`src/rtl/smb_fe_pkg.sv`:
```
package smb_fe_pkg;

    localparam int BYTE_W   = 8;
    localparam int ADDR_W   = BYTE_W - 1;
    localparam int NUM_GLB  = 2;
    localparam logic [BYTE_W-1:0] PEC_POLY = 8'h07;

    typedef enum logic [2:0] {
        ST_IDLE,
        ST_ADDR,
        ST_SELECT,
        ST_IGNORE,
        ST_ABORT
    } fe_state_t;

    // One byte through the CRC-8 shift register, MSB first.
    function automatic logic [BYTE_W-1:0] pec_step(
        input logic [BYTE_W-1:0] acc,
        input logic [BYTE_W-1:0] din
    );
        logic [BYTE_W-1:0] r;
        r = acc ^ din;
        for (int b = 0; b < BYTE_W; b++) begin
            r = r[BYTE_W-1] ? ((r << 1) ^ PEC_POLY) : (r << 1);
        end
        return r;
    endfunction

endpackage

```
`src/rtl/smb_addr_match.sv`:
```
module smb_addr_match
    import smb_fe_pkg::*;
#(
    parameter logic [ADDR_W-1:0] GLB_ADDR_A = 7'h5A,
    parameter logic [ADDR_W-1:0] GLB_ADDR_B = 7'h5B
) (
    input  logic [BYTE_W-1:0] addr_byte,
    input  logic [BYTE_W-1:0] dev_reg,
    input  logic [BYTE_W-1:0] rail_reg,
    output logic              dev_hit,
    output logic              glob_hit,
    output logic              rail_hit
);

    localparam logic [ADDR_W-1:0] GLB_TAB [NUM_GLB] = '{GLB_ADDR_A, GLB_ADDR_B};

    logic [ADDR_W-1:0]  addr7;
    logic               rw_bit;
    logic [NUM_GLB-1:0] glb_eq;

    assign addr7  = addr_byte[BYTE_W-1:1];
    assign rw_bit = addr_byte[0];

    for (genvar gi = 0; gi < NUM_GLB; gi++) begin : g_glb
        assign glb_eq[gi] = (addr7 == GLB_TAB[gi]);
    end

    assign glob_hit = |glb_eq;
    assign dev_hit  = !dev_reg[BYTE_W-1] && (addr7 == dev_reg[ADDR_W-1:0]);
    assign rail_hit = !rail_reg[BYTE_W-1] && (addr7 == rail_reg[ADDR_W-1:0]) && !rw_bit;

endmodule

```
`src/rtl/smb_crc8_acc.sv`:
```
module smb_crc8_acc
    import smb_fe_pkg::*;
(
    input  logic              clk,
    input  logic              rst_n,
    input  logic              clr,
    input  logic              upd,
    input  logic [BYTE_W-1:0] din,
    output logic [BYTE_W-1:0] crc
);

    always_ff @(posedge clk or negedge rst_n) begin
        if (!rst_n) begin
            crc <= '0;
        end else if (clr) begin
            crc <= '0;
        end else if (upd) begin
            crc <= pec_step(crc, din);
        end
    end

endmodule

```
`src/rtl/smb_pkt_timer.sv`:
```
module smb_pkt_timer #(
    parameter int unsigned TIMEOUT_CYC = 8_750_000
) (
    input  logic clk,
    input  logic rst_n,
    input  logic restart,
    input  logic run,
    output logic expired
);

    localparam int CW = $clog2(TIMEOUT_CYC + 1);
    localparam logic [CW-1:0] LAST = CW'(TIMEOUT_CYC - 1);

    logic [CW-1:0] cnt;

    always_ff @(posedge clk or negedge rst_n) begin
        if (!rst_n) begin
            cnt <= '0;
        end else if (restart) begin
            cnt <= '0;
        end else if (run && (cnt != LAST)) begin
            cnt <= cnt + 1'b1;
        end
    end

    assign expired = run && (cnt == LAST);

endmodule

```
`src/rtl/smb_addr_pec_front.sv`:
```
module smb_addr_pec_front
    import smb_fe_pkg::*;
#(
    parameter int unsigned TIMEOUT_CYC = 8_750_000,
    parameter logic [6:0]  GLB_ADDR_A  = 7'h5A,
    parameter logic [6:0]  GLB_ADDR_B  = 7'h5B
) (
    input  logic       clk,
    input  logic       rst_n,
    input  logic       ev_start,
    input  logic       ev_stop,
    input  logic       byte_vld,
    input  logic [7:0] byte_data,
    input  logic [7:0] dev_addr_reg,
    input  logic [7:0] rail_addr_reg,
    input  logic       pec_required,
    input  logic       err_clear,
    output logic       hit_dev,
    output logic       hit_glob,
    output logic       hit_rail,
    output logic       addr_read,
    output logic       rx_vld,
    output logic [7:0] rx_data,
    output logic       pec_ok,
    output logic       timeout_abort,
    output logic       comm_err
);

    fe_state_t state, state_nx;

    logic       m_dev, m_glob, m_rail, m_any;
    logic       txn_live, first_start, tmo_fire, byte_take;
    logic       tmr_expired;
    logic [7:0] crc_q;
    logic       pec_bad;

    smb_addr_match #(
        .GLB_ADDR_A (GLB_ADDR_A),
        .GLB_ADDR_B (GLB_ADDR_B)
    ) i_match (
        .addr_byte (byte_data),
        .dev_reg   (dev_addr_reg),
        .rail_reg  (rail_addr_reg),
        .dev_hit   (m_dev),
        .glob_hit  (m_glob),
        .rail_hit  (m_rail)
    );

    assign m_any       = m_dev | m_glob | m_rail;
    assign txn_live    = (state == ST_ADDR) || (state == ST_SELECT) || (state == ST_IGNORE);
    assign first_start = (state == ST_IDLE) && ev_start;
    assign tmo_fire    = tmr_expired && !ev_stop;
    assign byte_take   = byte_vld && !ev_stop && !ev_start && !tmo_fire;

    smb_pkt_timer #(
        .TIMEOUT_CYC (TIMEOUT_CYC)
    ) i_timer (
        .clk     (clk),
        .rst_n   (rst_n),
        .restart (first_start),
        .run     (txn_live),
        .expired (tmr_expired)
    );

    smb_crc8_acc i_crc (
        .clk   (clk),
        .rst_n (rst_n),
        .clr   (first_start),
        .upd   (txn_live && byte_take),
        .din   (byte_data),
        .crc   (crc_q)
    );

    assign pec_bad = (crc_q != 8'h00);

    // Next-state logic
    always_comb begin
        state_nx = state;
        unique case (state)
            ST_IDLE: begin
                if (ev_start && !ev_stop) state_nx = ST_ADDR;
            end
            ST_ADDR: begin
                if (ev_stop)        state_nx = ST_IDLE;
                else if (tmo_fire)  state_nx = ST_ABORT;
                else if (ev_start)  state_nx = ST_ADDR;
                else if (byte_take) state_nx = m_any ? ST_SELECT : ST_IGNORE;
            end
            ST_SELECT, ST_IGNORE: begin
                if (ev_stop)       state_nx = ST_IDLE;
                else if (tmo_fire) state_nx = ST_ABORT;
                else if (ev_start) state_nx = ST_ADDR;
            end
            ST_ABORT: begin
                if (ev_stop) state_nx = ST_IDLE;
            end
            default: state_nx = ST_IDLE;
        endcase
    end

    // State register
    always_ff @(posedge clk or negedge rst_n) begin
        if (!rst_n) state <= ST_IDLE;
        else        state <= state_nx;
    end

    // Registered outputs
    always_ff @(posedge clk or negedge rst_n) begin
        if (!rst_n) begin
            hit_dev       <= 1'b0;
            hit_glob      <= 1'b0;
            hit_rail      <= 1'b0;
            addr_read     <= 1'b0;
            rx_vld        <= 1'b0;
            rx_data       <= '0;
            pec_ok        <= 1'b0;
            timeout_abort <= 1'b0;
            comm_err      <= 1'b0;
        end else begin
            hit_dev       <= 1'b0;
            hit_glob      <= 1'b0;
            hit_rail      <= 1'b0;
            rx_vld        <= 1'b0;
            pec_ok        <= 1'b0;
            timeout_abort <= 1'b0;

            if (err_clear) comm_err <= 1'b0;

            if (state == ST_ADDR && byte_take) begin
                hit_dev   <= m_dev;
                hit_glob  <= m_glob;
                hit_rail  <= m_rail;
                addr_read <= byte_data[0];
            end

            if (state == ST_SELECT && byte_take) begin
                rx_vld  <= 1'b1;
                rx_data <= byte_data;
            end

            if (state == ST_SELECT && ev_stop && pec_required) begin
                pec_ok <= !pec_bad;
                if (pec_bad) comm_err <= 1'b1;
            end

            if (txn_live && tmo_fire) begin
                timeout_abort <= 1'b1;
                comm_err      <= 1'b1;
            end
        end
    end

endmodule

```
`config.mk`:
```
export PLATFORM = sky130hd
export DESIGN_NAME = smb_addr_pec_front
export DESIGN_NICKNAME = d
export VERILOG_FILES = /design/src/rtl/smb_fe_pkg.sv /design/src/rtl/smb_addr_match.sv /design/src/rtl/smb_crc8_acc.sv /design/src/rtl/smb_pkt_timer.sv /design/src/rtl/smb_addr_pec_front.sv
export SDC_FILE = /design/constraint.sdc
export NUM_CORES = 1
export LEC_CHECK = 0
export BUFFER_PORTS_ARGS = -buffer_cell sky130_fd_sc_hd__buf_4
export CAP_MARGIN = 20
export CELL_PAD_IN_SITES_DETAIL_PLACEMENT = 0
export CELL_PAD_IN_SITES_GLOBAL_PLACEMENT = 1
export CORE_MARGIN = 5
export CORE_UTILIZATION = 48
export CTS_CLUSTER_DIAMETER = 80
export DETAILED_ROUTE_END_ITERATION = 16
export GPL_TIMING_DRIVEN = 1
export PLACE_DENSITY_LB_ADDON = 0.15
export SYNTH_ARGS = -nofsm -noshare
export SYNTH_HDL_FRONTEND = slang
export SYNTH_HIERARCHICAL = 1
export SYNTH_SLANG_ARGS = --single-unit
```
`constraint.sdc`:
```
create_clock -name clk -period 5.5 [get_ports clk]
set_input_delay 0.275 -clock clk [delete_from_list [all_inputs] [get_ports clk]]
set_output_delay 0.275 -clock clk [all_outputs]
set_load 0.02 [all_outputs]
```
==> flow_summary.ini, run 1 <==
[status]
status = finished, violations left
violations = hold timing

[routing]
wl_met3_um = 229
drc_errors = 0
wl_met1_um = 3120
wirelength_um = 6260
drtPass1Iterations = 4
top_layer = met4
antenna_left = 0
avgViaCountPerCell = 5.36
drtIter0Drc = 121
wl_met2_um = 2860
routed-via-count = 2188
wl_per_cell_um = 15.3

[layout]
diodes = 0
area_growth_pct = 16.2
final_util_pct = 58.1
nets = 364
fillCellCount = 548
drive_above_1_share_pct = 24.3
post-route-cell-area_um2 = 3480

[synthesis]
synth_edf_count = 0
ys_dominant_reg_cell = dfrtp_1
synth_most_common_cell = dfrtp_1
synth_area_leaders = dfrtp_1 (43%), xnor2_1 (9.1%), nor2_1 (4.6%)
synth-xor-area-share_pct = 18.6
synth_top_family_by_area = simple AND/OR/NAND/NOR gates
synthSimpleGateAreaFrac_pct = 24.8
synth_compound_gate_area_share_pct = 6.01
synth.distinct_cells = 52
syn_nets = 318
synthTopCellsByCount = dfrtp_1 (51), nor2_1 (37), xnor2_1 (31)
syn_avg_cell_area_um2 = 10.5
syn_inst = 286
synth_top_area_share_pct = 42.6
ys_warn_count = 6
yosysSeqAreaShare_pct = 42.6
syn-cell-area_um2 = 3000
synthArstFlopShare_pct = 100
ys_ff_latch = 51
synth.largest_area_cell = dfrtp_1
muxShareOfSynthArea_pct = 4.84
synth_fa_ha_area_share_pct = 0.418

[timing]
grt_setup_unrepaired = no
maxSlewViolCount = 0
clock-skew-final_ps = 8.78
min_period_ps = 2840
finalSetupTns_ps = 0
relSlewSlack_pct = 56.1
final_hold_viol_count = 5
fin_crit_sh_pct = 51.6
setup_violations = 0
worst_hold_slack_ps = -4.74
worst_pin_slew_ps = 654
max_freq_ghz = 0.352

[floorplanning]
num_io_pins = 47
rows = 28
start_util_pct = 50.0
die-area_um2 = 7920
die_y_um = 89.0
die_w_um = 89.0
core-area_um2 = 5990

[worst_setup_path]
path_cells = nor2_4 > nor2_1 > inv_1 > nor4_1 > clkbuf_2 > nor3_4 > and3_1 > inv_1 > nor2_1 > mux2_1
critPathBufInv = 3
cp.required_ps = 5690
path_delay_family = simple AND/OR/NAND/NOR gates
critPathKind = flop to flop
cp_slowest_stage_delay_ps = 590
cp-end-kind = flop
arrival_ps = 3030
worstSetupStartpointType = flop
crit_fanout = 11
worst_path_max_delay_cell = dfrtp_1

[grt]
antenna_found_initial = 0
grt_pass1_vias = 2187
gr-total-overflow = 0
grt_pass1_wl_um = 10800
grt_start_max_net_pins = 52
track_usage_pct = 17.6

[power_and_ir_drop]
leakage_nw = 1.55
ir_drop_mv = 0.198
power_density_nw_per_um2 = 320

[clocking]
post_cts_buffers = 0
ctsHoldBuffers = 0
ctsRootBufferMaster = clkbuf_8
cts.repair.resized = 0
clkTransAtPathRegs_ps = 90
cts_buffers = 5
htree_levels = 2
clock-sinks = 51
cts_tree = built
clock_path_buffers = 2
clk_latency_ps = 300

[hold_path]
hold_path_class = input pin to async pin

[place]
portBuffers = 46
placed_area_um2 = 3380
place_hpwl_um = 4670
globalplace.congestion = 0.826

[flow_run]
maxCapViolations = 0
## layout by cell type, fill, tap and decap left out, drive strengths merged
master	n
a211oi	3
xor2	15
and4	2
inv	5
a31o	2
or2	1
ha	1
o31a	1
or4	5
nand4	8
a21oi	11
mux2i	1
xnor2	32
nor4	6
nand2	17
nand4b	2
o31ai	3
or3	2
buf	48
mux2	12
nand3	12
nor4b	2
and2	4
nor3	14
nand2b	4
o41ai	2
nor2b	3
clkinv	1
o21ai	3
nor2	38
nor3b	4
xor3	3
or4b	1
xnor3	3
and3	3
dfrtp	51
clkbuf	8
## report_power, final
part	total, mW	internal, mW	leakage (nW)	switching, mW
registers	0.491	0.429	0.691	0.0627
logic	0.418	0.219	0.821	0.198
clock network	0.206	0.0896	0.0422	0.117
## registers in the layout, summed over array words and instances, names as in the netlist, 3 cells and up
name,cells
i_timer/cnt,24
i_crc/crc,8
state,3
rx_data,8
## through the flow
step / hold WS (ps) / worst slack [ps] / power [mW] / cells
floorplan: -20.6 / 2750 / 0.808 / 286
global placement: 347 / 2330 / 0.908 / 398
detailed placement: 345 / 2210 / 0.918 / 398
CTS: 17.5 / 2180 / 1.13 / 406
global route: 45.5 / 2430 / 1.20 / 408
finish: -4.74 / 2660 / 1.12 / 408
## kinds of logic after synthesis
family          count (synthesis)
xor+xnor                       53
buf+inv                        15
compound gates                 25
mux                            13
flops                          51
fa+ha+maj                       1
simple gates                  128
## routing by layer
layer  up-vias  track usage [%]
met5         -                0
met1      1070             25.5
li1       1091                -
met4         0             4.47
met3         5             3.50
met2        22             27.1
## worst reg2reg max path, cell delays in order, from the launching register on
cell and delay (ps):
dfrtp_1 590, nor2_4 90, nor2_1 410, inv_1 180
nor4_1 350, clkbuf_2 250, nor3_4 70, and3_1 300
inv_1 150, nor2_1 60, mux2_1 300
## final cells by class
| cell class | count | area [um2] | area share (%) |
|---|---|---|---|
| inverter | 5 | 18.8 | 0.539 |
| tap | 75 | 93.8 | 2.69 |
| clock buffer | 7 | 76.3 | 2.19 |
| sequential | 51 | 1280 | 36.7 |
| clock inverter | 1 | 5.00 | 0.144 |
| timing repair buffer | 49 | 369 | 10.6 |
| multi-input combinational | 220 | 1640 | 47.2 |
## final timing paths
kind                                         to  depth (start not counted)  slack, ps       start
worst max register to register     i_crc/crc[6]                         10       2660    state[0]
worst max-delay path               i_crc/crc[6]                         10       2660    state[0]
min in group clk                       state[2]                          2        230     ev_stop
worst min register to register       rx_data[5]                          1        510  rx_data[5]
worst min-delay path                     rx_vld                          1         -5       rst_n
max in group asynchronous       i_timer/cnt[17]                          1       5080       rst_n
(Power assumes the default switching activity.)
==> run 2, diff against run 1 <==
--- a/config.mk
+++ b/config.mk
@@ -10,7 +10,7 @@
 export CELL_PAD_IN_SITES_DETAIL_PLACEMENT = 0
 export CELL_PAD_IN_SITES_GLOBAL_PLACEMENT = 1
 export CORE_MARGIN = 5
-export CORE_UTILIZATION = 48
+export CORE_UTILIZATION = 44
 export CTS_CLUSTER_DIAMETER = 80
 export DETAILED_ROUTE_END_ITERATION = 16
 export GPL_TIMING_DRIVEN = 1
==> constraint.sdc (replaced) <==
create_clock -name clk -period 2.7 [get_ports clk]
set_input_delay 0.135 -clock clk [delete_from_list [all_inputs] [get_ports clk]]
set_output_delay 0.135 -clock clk [all_outputs]
set_load 0.02 [all_outputs]
==> run 2 against run 1 <==
Compared with the run above: via count increased by 0.87%; largest cell class unchanged; clock skew increased by 2.0 ps; clock power increased to 2.7 times the previous value; critical path type unchanged; sequential power increased by 100%; setup slack got worse by 2500 ps; largest power group unchanged; the flow now finishes without violations; die area increased by 8.1%; non-clock buffer count increased by 4; fmax increased by 12%; sequential share of layout area decreased by 0.89 points; utilization decreased by 5.0 points; power increased by 120%; clock-buffer cell count decreased by 1.
==> flow_summary.ini, run 2 (synthesized netlist as in run 1, its figures left out) <==
[worst_setup_path]
cp.required_ps = 2890
worstSetupStartpointType = flop
cp-end-kind = flop
crit_fanout = 6
rr_worst_depth = 10
critPathKind = flop to flop
r2r_slack_ps = 170
arrival_ps = 2730

[grt]
gr-total-overflow = 0
track_usage_pct = 16.6
antenna_found_initial = 0
grt_pass1_vias = 2312
grt_pass1_wl_um = 11600
grt_start_max_net_pins = 52

[power_and_ir_drop]
power_frac_comb_pct = 35.7
clock_power_share_pct = 23.2
p_seq_share_pct = 41.1
p_int_mw = 1.63
finalPower_mw = 2.43
p_sw_mw = 0.798
power_density_nw_per_um2 = 682
swShare_pct = 32.8
leakage_nw = 1.59
ir_drop_mv = 0.324

[routing]
avgViaCountPerCell = 5.29
drtIter0Drc = 34
wirelength_um = 6520
drtPass1Iterations = 4
antenna_left = 0
routed-via-count = 2207
drc_errors = 0
wl_per_cell_um = 15.6

[floorplanning]
start_util_pct = 44.6
core-area_um2 = 6720
die_y_um = 92.5
die_w_um = 92.5
rows = 30
num_io_pins = 47
die-area_um2 = 8560

[timing]
fin_crit_sh_pct = 93.9
min_period_ps = 2530
setup_violations = 0
finalSetupTns_ps = 0
relSlewSlack_pct = 56.1
max_freq_ghz = 0.395
grt_setup_unrepaired = no
final_hold_viol_count = 0
fin_ws_ps = 166
maxSlewViolCount = 0
worst_pin_slew_ps = 658
clock-skew-final_ps = 10.8

[place]
globalplace.congestion = 0.814
place_hpwl_um = 4890
portBuffers = 46
preCtsSetupSlack_ps = 141
placed_cells = 408
placed_area_um2 = 3430

[clocking]
clock-sinks = 51
clk_latency_ps = 300
ctsRootBufferMaster = clkbuf_8
cts_tree = built
clkTransAtPathRegs_ps = 100
cts_buffers = 5
clock_path_buffers = 2
htree_levels = 2

[hold_path]
hold_path_class = input pin to flop
hold_path_depth = 2

[layout]
area_growth_pct = 19.1
nets = 368
layout_common_cells = buf_4 (52), dfrtp_1 (51), nor2_1 (37)
reg_top3 = i_timer/cnt: 24 flops, i_crc/crc: 8 flops, rx_data: 8 flops
fin_cells = 417
post-route-cell-area_um2 = 3570
diodes = 0
regMostFlops = i_timer/cnt
drive_above_1_share_pct = 26.1
largest_register_ffs = 24
final_common_cell = buf_4

[flow_run]
maxCapViolations = 0

[status]
status = completed
-- run 2: metal layers --
metal  vias to the layer above  global-route usage [%]  part of all wire, %  routed length, um
met4                         0                    3.71                 0.87                 57
met5                         -                       0                    0                  0
li1                       1102                       -                    -                  -
met3                         6                    3.74                  6.0                390
met2                        46                    28.0                   48               3140
met1                      1053                    21.9                   45               2930
-- run 2: metrics by stage --
stage / hold slack, ps / utilization [%]
5_1_grt: 77.1 / 53.1
3_3_place_gp: 215 / 51.1
2_1_floorplan: -161 / -
4_1_cts: 68.2 / 53.1
6_report: 83.5 / 53.1
3_5_place_dp: 215 / 51.1
-- run 2: repair_timing --
item,4_1_cts,5_1_grt
buffers inserted,0,0
gates resized for setup,0,1
hold buffers,1,0
endpoints found under the hold margin,51,0
endpoints found under the setup margin,0,2
-- run 2: worst paths after layout --
check	startpoint	end
max in group asynchronous	rst_n	i_crc/crc[6]
max reg2reg	i_timer/cnt[0]	i_crc/crc[6]
min in group asynchronous	rst_n	rx_data[4]
min	ev_stop	state[2]
min reg2reg	comm_err	comm_err
max	i_timer/cnt[0]	i_crc/crc[6]
-- run 2: power by group through the flow --
stage | Combinational, mW | Clock, mW | Sequential [mW]
final | 0.870 | 0.564 | 0.999
after floorplan | 0.628 | 0 | 1.02
after CTS | 0.885 | 0.591 | 1.00
after detailed placement | 0.881 | 0 | 1.02
after global routing | 0.971 | 0.625 | 1.02
after global placement | 0.862 | 0 | 1.01
-- run 2: area by class of cell --
class | count | area [um2]
repair buffers | 53 | 400
well taps | 80 | 100
multi-input cells | 220 | 1650
inverters | 5 | 18.8
clock inverters | 2 | 38.8
fillers | 622 | 3150
flip-flops and latches | 51 | 1280
clock buffers | 6 | 82.6
-- run 2: worst max-delay path: stages, from the launching register on --
cell	delay [ps]
dfrtp_1	410
ha_2	230
nand4_2	150
or4_4	470
nor4_2	280
buf_4	190
nor3_4	50
and3_1	190
inv_1	100
nor2_1	60
mux2_1	300
==> run 3, diff against run 2 <==
--- a/config.mk
+++ b/config.mk
@@ -10,12 +10,11 @@
 export CELL_PAD_IN_SITES_DETAIL_PLACEMENT = 0
 export CELL_PAD_IN_SITES_GLOBAL_PLACEMENT = 1
 export CORE_MARGIN = 5
-export CORE_UTILIZATION = 44
+export CORE_UTILIZATION = 43
 export CTS_CLUSTER_DIAMETER = 80
 export DETAILED_ROUTE_END_ITERATION = 16
 export GPL_TIMING_DRIVEN = 1
 export PLACE_DENSITY_LB_ADDON = 0.15
 export SYNTH_ARGS = -nofsm -noshare
 export SYNTH_HDL_FRONTEND = slang
-export SYNTH_HIERARCHICAL = 1
 export SYNTH_SLANG_ARGS = --single-unit
==> run 3 against run 2 <==
Compared with the run above: hold slack worse by 27 ps; via count up 2.9%; setup slack better by 240 ps; clock skew down 4.1 ps; highest routed layer unchanged.
==> flow_summary.ini, run 3 <==
[status]
status = completed

[hold_path]
hold_path_depth = 2
hold_path_class = input pin to flop

[timing]
maxSlewViolCount = 0
fin_crit_sh_pct = 85.0
grt_setup_unrepaired = no
finalSetupTns_ps = 0
max_freq_ghz = 0.436
relSlewSlack_pct = 53.9
min_period_ps = 2300
setup_violations = 0
clock-skew-final_ps = 6.68
final_hold_viol_count = 0
worst_pin_slew_ps = 688

[clocking]
cts.repair.resized = 0
ctsRootBufferMaster = clkbuf_8
clkTransAtPathRegs_ps = 90
cts_buffers = 5
htree_levels = 2
post_cts_buffers = 0
cts_tree = built
clock-sinks = 51
clk_latency_ps = 300
clock_path_buffers = 2

[floorplanning]
die_y_um = 91.9
start_util_pct = 44.9
die_w_um = 91.9
core-area_um2 = 6420
die-area_um2 = 8450
rows = 29
num_io_pins = 47

[worst_setup_path]
rr_worst_depth = 7
critPathBufInv = 0
crit_fanout = 17
worst_path_max_delay_cell = o2111ai_4
cp-end-kind = flop
critPathKind = flop to flop
cp_num_cells = 7
path_cells = ha_1 > and3_2 > nand4_1 > o2111ai_4 > and2_4 > o21bai_1 > a22o_1
worstSetupStartpointType = flop
cp.required_ps = 2940
cp_slowest_stage_delay_ps = 540
path_delay_family = simple AND/OR/NAND/NOR gates
arrival_ps = 2540

[synthesis]
synth.largest_area_cell = dfrtp_1
synth_most_common_cell = dfrtp_1
ys_dominant_reg_cell = dfrtp_1
syn_avg_cell_area_um2 = 9.85
synthTopCellsByCount = dfrtp_1 (51), nor2_1 (32), xor2_1 (25)
synth_top_area_share_pct = 44.2
synthArstFlopShare_pct = 100
ys_warn_count = 0
syn_inst = 293
syn_nets = 325
syn-cell-area_um2 = 2890
synth_edf_count = 0
yosysSeqAreaShare_pct = 44.2
synth_area_leaders = dfrtp_1 (44%), xor2_1 (7.6%), xnor2_1 (7.3%)
ys_ff_latch = 51
synth.distinct_cells = 52

[layout]
fillCellCount = 591
drive_above_1_share_pct = 23.4
multi_input_area_um2 = 1510
diodes = 0
final_common_cell = dfrtp_1
largest_register_ffs = 24
reg_top3 = i_timer.cnt: 24 flops, i_crc.crc: 8 flops, rx_data: 8 flops
post-route-cell-area_um2 = 3380
layout_common_cells = dfrtp_1 (51), buf_4 (49), nor2_1 (32)
regMostFlops = i_timer.cnt
seqCellArea_um2 = 1280
area_growth_pct = 17.0
nets = 369

[routing]
routed-via-count = 2270
avgViaCountPerCell = 5.48
wl_met3_um = 316
wl_met1_um = 3260
antenna_left = 0
wirelength_um = 6630
top_layer = met4
wl_per_cell_um = 16.0
drtPass1Iterations = 4
wl_met2_um = 2990
drtIter0Drc = 109
drc_errors = 0

[power_and_ir_drop]
ir_drop_mv = 0.338
power_density_nw_per_um2 = 716
leakage_nw = 1.54

[grt]
track_usage_pct = 16.6
grt_pass1_vias = 2330
antenna_found_initial = 0
grt_pass1_wl_um = 11400
gr-total-overflow = 0
grt_start_max_net_pins = 52

[place]
globalplace.congestion = 0.796
place_hpwl_um = 4950
portBuffers = 46
placed_area_um2 = 3270

[flow_run]
maxCapViolations = 0
## run 3: timing repair
action / CTS / global route
setup endpoints to repair: 0 / 0
hold buffers: 1 / 0
hold endpoints to repair: 51 / 0
## run 3: power breakdown
part	internal (mW)	leakage [nW]	switching (mW)
logic	0.403	0.798	0.478
registers	0.888	0.691	0.128
clock network	0.272	0.0513	0.249
total	1.56	1.54	0.855
## run 3: worst reg2reg max path: stages (launching register included)
cell and delay [ps]:
dfrtp_1 390, ha_1 240, and3_2 260, nand4_1 300, o2111ai_4 540, and2_4 260
o21bai_1 100, a22o_1 140
## run 3: final cells by class
type	count	area share, %
clock buffers	6	2.15
inverters	3	0.333
multi-input cells	226	44.8
repair buffers	50	11.2
well taps	77	2.85
clock inverters	1	0.889
flip-flops and latches	51	37.8
## run 3: logic make-up after synthesis
group           after synthesis  synth area share (%)
mux                          11                  4.20
buf+inv                      16                  3.51
simple gates                125                  23.6
flops                        51                  44.2
fa+ha+maj                     1                 0.433
xor+xnor                     49                  14.9
compound gates               40                  9.15
## run 3: per-layer routing
layer	global-route usage [%]	vias to the layer above
li1	-	1115
met1	23.3	1097
met2	26.3	51
met3	3.93	7
met4	3.71	0
met5	0	-
## run 3: final timing paths
check                          startpoint               to  slack (ps)
max reg2reg                i_timer.cnt[0]     i_crc.crc[2]         400
min                               ev_stop         state[2]          60
min in group asynchronous           rst_n   i_timer.cnt[6]         390
min reg2reg                    rx_data[3]       rx_data[3]         510
max                        i_timer.cnt[0]     i_crc.crc[2]         400
max in group asynchronous           rst_n  i_timer.cnt[16]        1880
## run 3: stage by stage
stage	utilization, %	hold WS (ps)	total power, mW	worst slack, ps	instances
6_report	52.6	56.9	2.42	404	414
2_1_floorplan	-	-161	1.65	713	293
5_1_grt	52.6	65.2	2.58	184	414
4_1_cts	52.6	54.3	2.43	395	414
3_3_place_gp	50.8	208	1.90	488	406
3_5_place_dp	50.8	210	1.91	416	406
